File: src/rtl/cfg_fixup_pkg.sv
package cfg_fixup_pkg;

  typedef enum logic [2:0] {
    ST_IDLE,
    ST_FETCH,
    ST_WAIT,
    ST_FETCH2,
    ST_WAIT2,
    ST_RESP
  } fix_state_t;

  localparam int EA_N = 3;

  localparam logic [31:0] OFS_CAPPTR = 32'h0000_0040;
  localparam logic [31:0] OFS_EXPR   = 32'h0000_0070;
  localparam logic [31:0] OFS_MSIX   = 32'h0000_00B0;
  localparam logic [31:0] OFS_SYN_LO = 32'h0000_00B4;
  localparam logic [31:0] OFS_SYN_HI = 32'h0000_00D0;

  function automatic logic is_synth(input logic [31:0] aligned_off);
    return (aligned_off >= OFS_SYN_LO) && (aligned_off <= OFS_SYN_HI);
  endfunction

endpackage

File: src/rtl/cfg_fixup_patch.sv
module cfg_fixup_patch
  import cfg_fixup_pkg::*;
#(
  parameter int OFF_W = 12
) (
  input  logic [OFF_W-1:0]         dw_off,
  input  logic [31:0]              raw,
  input  logic [31:0]              aux,
  input  logic [EA_N-1:0][31:0]    ea_vec,
  output logic [31:0]              patched
);

  logic [31:0] off32;
  assign off32 = 32'(dw_off);

  always_comb begin
    patched = raw;
    case (off32)
      OFS_CAPPTR: patched = {raw[31:16], 8'h70, raw[7:0]};
      OFS_EXPR:   patched = (raw[29:25] == 5'd0) ? {raw[31:30], 5'd2, raw[24:0]} : raw;
      OFS_MSIX:   patched = (raw & 32'hC000_00FF) |
                            ((aux[29:25] == 5'd0) ? 32'h0003_BC00 : 32'h0001_BC00);
      32'h0000_00B4: patched = 32'h0000_0000;
      32'h0000_00B8: patched = 32'h000F_0000;
      32'h0000_00BC: patched = 32'h0001_0014;
      32'h0000_00C0: patched = 32'h0000_0000;
      32'h0000_00C4: patched = 32'h80FF_0003;
      32'h0000_00C8: patched = ea_vec[0];
      32'h0000_00CC: patched = ea_vec[1];
      32'h0000_00D0: patched = ea_vec[2];
      default:       patched = raw;
    endcase
  end

endmodule

File: src/rtl/cfg_fixup_align.sv
module cfg_fixup_align (
  input  logic [31:0] dword,
  input  logic [1:0]  byte_sel,
  input  logic [1:0]  size_code,
  output logic [31:0] data_out
);

  logic [31:0] shifted;
  assign shifted = dword >> {byte_sel, 3'b000};

  always_comb begin
    case (size_code)
      2'd0:    data_out = {24'd0, shifted[7:0]};
      2'd1:    data_out = {16'd0, shifted[15:0]};
      default: data_out = shifted;
    endcase
  end

endmodule

File: src/rtl/cfg_fixup_ctrl.sv
module cfg_fixup_ctrl
  import cfg_fixup_pkg::*;
#(
  parameter int OFF_W     = 12,
  parameter int FUNC_W    = 3,
  parameter int CFG_LIMIT = 2048
) (
  input  logic              clk,
  input  logic              rst_n,
  input  logic              req_valid,
  output logic              req_ready,
  input  logic [FUNC_W-1:0] req_func,
  input  logic [OFF_W-1:0]  req_offset,
  input  logic [1:0]        req_size,
  output logic              rsp_valid,
  input  logic              rsp_ready,
  output logic              be_req_valid,
  input  logic              be_req_ready,
  output logic [OFF_W-1:0]  be_req_addr,
  input  logic              be_rsp_valid,
  input  logic [31:0]       be_rsp_data,
  output logic              idle,
  output logic [OFF_W-1:0]  off_q,
  output logic [OFF_W-1:0]  off_al,
  output logic [1:0]        size_q,
  output logic              nf_q,
  output logic [31:0]       raw_q,
  output logic [31:0]       aux_q
);

  localparam logic [OFF_W-1:0] ALIGN_MASK = ~OFF_W'(3);
  localparam logic [31:0]      LIMIT_U    = 32'(CFG_LIMIT);

  fix_state_t       st_q;
  logic             reject_w;
  logic [OFF_W-1:0] req_al;

  assign req_al   = req_offset & ALIGN_MASK;
  assign off_al   = off_q & ALIGN_MASK;
  assign reject_w = (req_func != '0) || (32'(req_offset) >= LIMIT_U);

  assign req_ready    = (st_q == ST_IDLE);
  assign idle         = (st_q == ST_IDLE);
  assign rsp_valid    = (st_q == ST_RESP);
  assign be_req_valid = (st_q == ST_FETCH) || (st_q == ST_FETCH2);
  assign be_req_addr  = (st_q == ST_FETCH2) ? OFF_W'(OFS_EXPR) : off_al;

  always_ff @(posedge clk or negedge rst_n) begin
    if (!rst_n) begin
      st_q   <= ST_IDLE;
      off_q  <= '0;
      size_q <= '0;
      nf_q   <= 1'b0;
      raw_q  <= '0;
      aux_q  <= '0;
    end else begin
      case (st_q)
        ST_IDLE: if (req_valid) begin
          off_q  <= req_offset;
          size_q <= req_size;
          nf_q   <= reject_w;
          if (reject_w || is_synth(32'(req_al))) st_q <= ST_RESP;
          else                                   st_q <= ST_FETCH;
        end
        ST_FETCH:  if (be_req_ready) st_q <= ST_WAIT;
        ST_WAIT: if (be_rsp_valid) begin
          raw_q <= be_rsp_data;
          st_q  <= (32'(off_al) == OFS_MSIX) ? ST_FETCH2 : ST_RESP;
        end
        ST_FETCH2: if (be_req_ready) st_q <= ST_WAIT2;
        ST_WAIT2: if (be_rsp_valid) begin
          aux_q <= be_rsp_data;
          st_q  <= ST_RESP;
        end
        ST_RESP:   if (rsp_ready) st_q <= ST_IDLE;
        default:   st_q <= ST_IDLE;
      endcase
    end
  end

endmodule

File: src/rtl/cfg_fixup_shim.sv
module cfg_fixup_shim
  import cfg_fixup_pkg::*;
#(
  parameter int OFF_W     = 12,
  parameter int FUNC_W    = 3,
  parameter int CFG_LIMIT = 2048
) (
  input  logic              clk,
  input  logic              rst_n,
  input  logic              req_valid,
  output logic              req_ready,
  input  logic [FUNC_W-1:0] req_func,
  input  logic [OFF_W-1:0]  req_offset,
  input  logic [1:0]        req_size,
  output logic              rsp_valid,
  input  logic              rsp_ready,
  output logic [31:0]       rsp_data,
  output logic              rsp_notfound,
  output logic              be_req_valid,
  input  logic              be_req_ready,
  output logic [OFF_W-1:0]  be_req_addr,
  input  logic              be_rsp_valid,
  input  logic [31:0]       be_rsp_data,
  input  logic              ea_wr_en,
  input  logic [1:0]        ea_wr_sel,
  input  logic [31:0]       ea_wr_data
);

  logic                  idle;
  logic [OFF_W-1:0]      off_q;
  logic [OFF_W-1:0]      off_al;
  logic [1:0]            size_q;
  logic                  nf_q;
  logic [31:0]           raw_q;
  logic [31:0]           aux_q;
  logic [EA_N-1:0][31:0] ea_vec;
  logic [31:0]           patched;
  logic [31:0]           aligned_data;

  cfg_fixup_ctrl #(
    .OFF_W(OFF_W), .FUNC_W(FUNC_W), .CFG_LIMIT(CFG_LIMIT)
  ) u_ctrl (
    .clk(clk), .rst_n(rst_n),
    .req_valid(req_valid), .req_ready(req_ready),
    .req_func(req_func), .req_offset(req_offset), .req_size(req_size),
    .rsp_valid(rsp_valid), .rsp_ready(rsp_ready),
    .be_req_valid(be_req_valid), .be_req_ready(be_req_ready),
    .be_req_addr(be_req_addr),
    .be_rsp_valid(be_rsp_valid), .be_rsp_data(be_rsp_data),
    .idle(idle), .off_q(off_q), .off_al(off_al), .size_q(size_q),
    .nf_q(nf_q), .raw_q(raw_q), .aux_q(aux_q)
  );

  for (genvar g = 0; g < EA_N; g++) begin : g_entry
    logic [31:0] ent_q;
    always_ff @(posedge clk or negedge rst_n) begin
      if (!rst_n)
        ent_q <= '0;
      else if (ea_wr_en && idle && (ea_wr_sel == 2'(g)))
        ent_q <= ea_wr_data;
    end
    assign ea_vec[g] = ent_q;
  end

  cfg_fixup_patch #(.OFF_W(OFF_W)) u_patch (
    .dw_off(off_al), .raw(raw_q), .aux(aux_q), .ea_vec(ea_vec), .patched(patched)
  );

  cfg_fixup_align u_align (
    .dword(patched), .byte_sel(off_q[1:0]), .size_code(size_q), .data_out(aligned_data)
  );

  assign rsp_notfound = nf_q;
  assign rsp_data     = nf_q ? 32'd0 : aligned_data;

endmodule

File: config.mk
export PLATFORM = sky130hd
export DESIGN_NAME = cfg_fixup_shim
export DESIGN_NICKNAME = d
export VERILOG_FILES = /design/src/rtl/cfg_fixup_pkg.sv /design/src/rtl/cfg_fixup_patch.sv /design/src/rtl/cfg_fixup_align.sv /design/src/rtl/cfg_fixup_ctrl.sv /design/src/rtl/cfg_fixup_shim.sv
export SDC_FILE = /design/constraint.sdc
export NUM_CORES = 1
export LEC_CHECK = 0
export BUFFER_PORTS_ARGS = -buffer_cell sky130_fd_sc_hd__buf_2
export CAP_MARGIN = 0
export CORE_MARGIN = 4
export CORE_UTILIZATION = 56
export DETAILED_ROUTE_END_ITERATION = 16
export PLACE_DENSITY_LB_ADDON = 0.2
export REMOVE_ABC_BUFFERS = 1
export SYNTH_ARGS = -nofsm -noshare
export SYNTH_HDL_FRONTEND = slang
export SYNTH_SLANG_ARGS = --single-unit
export TNS_END_PERCENT = 30
File: constraint.sdc
create_clock -name clk -period 2.79 [get_ports clk]
set_input_delay 0.279 -clock clk [delete_from_list [all_inputs] [get_ports clk]]
set_output_delay 0.279 -clock clk [all_outputs]
set_load 0.03 [all_outputs]
==> results.md <==
- Clk_skew: 7.00 ps
- Layout cells sized above 1: 0.549
- Antenna violations before repair: 0
- Synthesized area: 7710 sq um
- Initial cell density of the core: 0.578
- Number of I/O port buffers: 135
- Static Leak: 4.49 nW
- Longest Clk Path Bufs: 2
- Internal cell power: 0.00686 W
- Pre-CTS setup slack: -102 ps
- Worst path required time: 2510 ps
- Synth cell types: 73
- Outcome: complete, but fails checks
- Final Setup Violations: 32
- Total iterations of the first detailed-routing run: 7
- Wire per inst: 23.5 um
- Slew margin rel.: 0.519
- Slowest CP cell: or4_4
- TNS Setup: -7060 ps
- Overall Global Routing Usage: 0.302
- CP arrival: 2860 ps
- EDFF count, synth: 0
- Via density: 6.47
- Crit path launch type: flop
- CTS sink count: 151
- Final net count: 920
- Failing checks: negative setup slack
- Area Overhead vs Synth: 30.9%
- Num CTS Buffers: 17
- DRT iter0 DRCs: 682
- CTS tree: yes
- Worst Path Class, Setup: flop to primary output
- Ys flop type: dfrtp_1
- Post-layout min period: 3140 ps
- Clock group share of total power: 0.207
- FFs w/ async S/R, synth: 1.00
- Die width: 125 um
- Detailed Route WL: 23,900 um
- Synth Register Bits: 151
- Worst setup margin: -348 ps
- Row cnt: 42
- Hpwl dp: 16,300 um
- Worst Setup End Kind: primary output
- Worst hold path class: input pin to flop
- First-pass GRT wire length: 37,200 um
- Switching Fraction: 0.373
- # Max-Cap Violations: 0
- Cell family contributing the most delay on the critical path: simple AND/OR/NAND/NOR gates
- Final Hold Fails: 0
- Power Dens Cells: 1090 nW/um^2
- GRT overflow: 0
- CTS root buffer: clkbuf_16
- Routed length on met2: 11,800 um
- CP Cell Sequence: or4_4 -> nor4_4 -> buf_6 -> buf_12 -> buf_4 -> a22oi_1 -> a31o_2 -> a21boi_1 -> o221ai_2 -> buf_6
- DR DRC count: 0
- Die Ht: 125 um
- Top Metal Used: met4
- Commonest non-fill, non-tap cell in the layout: mux2_2
- WP buf/inv: 4
- Switching pwr: 0.00409 W
- Worst-path maximum fanout: 13
- Die area: 15,700 sq um
- Worst VDD drop: 0.756 mV
- Largest net degree at the start of global routing: 72
- Avg Cell Area, Syn: 12.0 sq um
- Syn Inst Count: 644
- Area of the core: 13,300 sq um
- Met3 routed WL: 2090 um
- Worst-skew pair later-pin latency: 430 ps
- Met1 Wirelength: 9460 um
- Syn. warnings: 0
- FF-to-FF setup slack: 570 ps
- Part of the power in combinational logic: 0.412
- Final slew viol count: 0
- Seq/Total Area, Yosys: 0.490
- Period utilization: 1.12
- ANT cells: 0
- Number of placed I/O pins: 138
- Clk slew on worst S/H paths: 60 ps
- Via Count: 6,580
- Vias in the first global route: 6,682
- Most frequent cells in the layout: mux2_2 (154), dfrtp_1 (148), buf_2 (105), buf_4 (65), buf_6 (32)
- Max H-tree Level: 4
- ANT nets after route: 0
- Sequential Power Share: 0.380
- Final Wtd Congestion: 0.942
- Crit-path max cell delay: 560 ps
- RSZ-0062 raised after global routing: yes
- Crit-path most repeated cell: buf_6
- Slew @ Worst Pin: 721 ps
- Fmax: 319 MHz
## worst min-delay path: stages
cell and delay [ps]:
buf_2 80, nand2_1 40, o21ai_0 60
## synthesized netlist by cell type, drive strengths merged, types with 4 or more instances
cell | count | area (sq um)
a211o | 7 | 62.6
a211oi | 13 | 108
a21o | 6 | 45.0
a21oi | 15 | 78.8
a221o | 7 | 73.8
a221oi | 5 | 43.8
a222oi | 8 | 80.1
a22oi | 4 | 35.0
a31oi | 5 | 37.5
and2 | 17 | 110
buf | 27 | 158
clkbuf | 14 | 56.3
dfrtp | 151 | 3780
inv | 8 | 30.0
mux2 | 154 | 1730
mux2i | 14 | 140
nand2 | 29 | 109
nand3 | 15 | 75.1
nor2 | 34 | 128
nor2b | 7 | 43.8
nor3 | 8 | 56.3
nor4 | 7 | 58.8
o21ai | 18 | 90.1
o22ai | 14 | 93.8
o2bb2ai | 11 | 103
or4 | 6 | 48.8
## sequential cells by signal, summed over array words and instances (netlist names)
| register | flops |
|---|---|
| u_ctrl.off_q | 12 |
| u_ctrl.st_q | 3 |
| u_ctrl.aux_q | 5 |
| u_ctrl.size_q | 2 |
| g_entry.ent_q | 96 |
| u_ctrl.raw_q | 32 |
| u_ctrl.nf_q | 1 |
## power groups by stage
stage | logic [W] | registers (W) | clock network, W
6_report | 0.00452 | 0.00416 | 0.00227
5_1_grt | 0.00481 | 0.00426 | 0.00238
4_1_cts | 0.00428 | 0.00408 | 0.00229
3_5_place_dp | 0.00396 | 0.00409 | 0
3_3_place_gp | 0.00383 | 0.00403 | 0
2_1_floorplan | 0.00264 | 0.00390 | 0
## path summary, 6_finish.rpt
kind	end	cells after the start	startpoint
max in group asynchronous	g_entry[1].ent_q[21]	3	rst_n
setup / recovery	rsp_data[7]	10	u_ctrl.off_q[10]
setup reg to reg	g_entry[0].ent_q[20]	5	u_ctrl.st_q[0]
min in group asynchronous	u_ctrl.st_q[0]	2	rst_n
hold / removal	u_ctrl.off_q[3]	3	req_offset[3]
hold reg to reg	g_entry[1].ent_q[24]	1	g_entry[1].ent_q[24]
## layer usage
| layer | up-vias | GRT usage |
|---|---|---|
| li1 | 2798 | - |
| met2 | 391 | 0.497 |
| met5 | - | 0 |
| met1 | 3330 | 0.400 |
| met4 | 0 | 0.109 |
| met3 | 61 | 0.0618 |
## layout make-up
class / count / area (sq um)
multi-input cells: 444 / 4010
flip-flops and latches: 151 / 3780
fillers: 869 / 3260
repair buffers: 207 / 1470
clock buffers: 21 / 450
well taps: 176 / 220
clock inverters: 9 / 128
inverters: 9 / 33.8
## timing repair
action                     4_1_cts  5_1_grt
hold endpoints to repair        68        0
setup buffers                   17        6
setup endpoints to repair       32       32
pin swaps                       24       22
resized for setup               84       44
cloned                           2        0
hold buffers                     1        0
## metrics by stage
stage,utilization,std cells,area (sq um),power (W),hold WS (ps)
floorplan,-,604,7500,0.00654,-16.6
global placement,0.659,962,8790,0.00786,317
detailed placement,0.659,962,8790,0.00805,330
CTS,0.738,1011,9850,0.0107,73.4
global route,0.756,1017,10100,0.0115,89.6
finish,0.756,1017,10100,0.0109,79.1
## cells by family after synthesis
group	Yosys count	share of synthesized area
AO/OA/AOI/OAI	131	0.130
other	1	0.000486
multiplexers	168	0.243
flip-flops	151	0.490
AND/OR/NAND/NOR	142	0.103
buffers and inverters	50	0.0321
XOR/XNOR	1	0.00114
(Power assumes the default switching activity.)
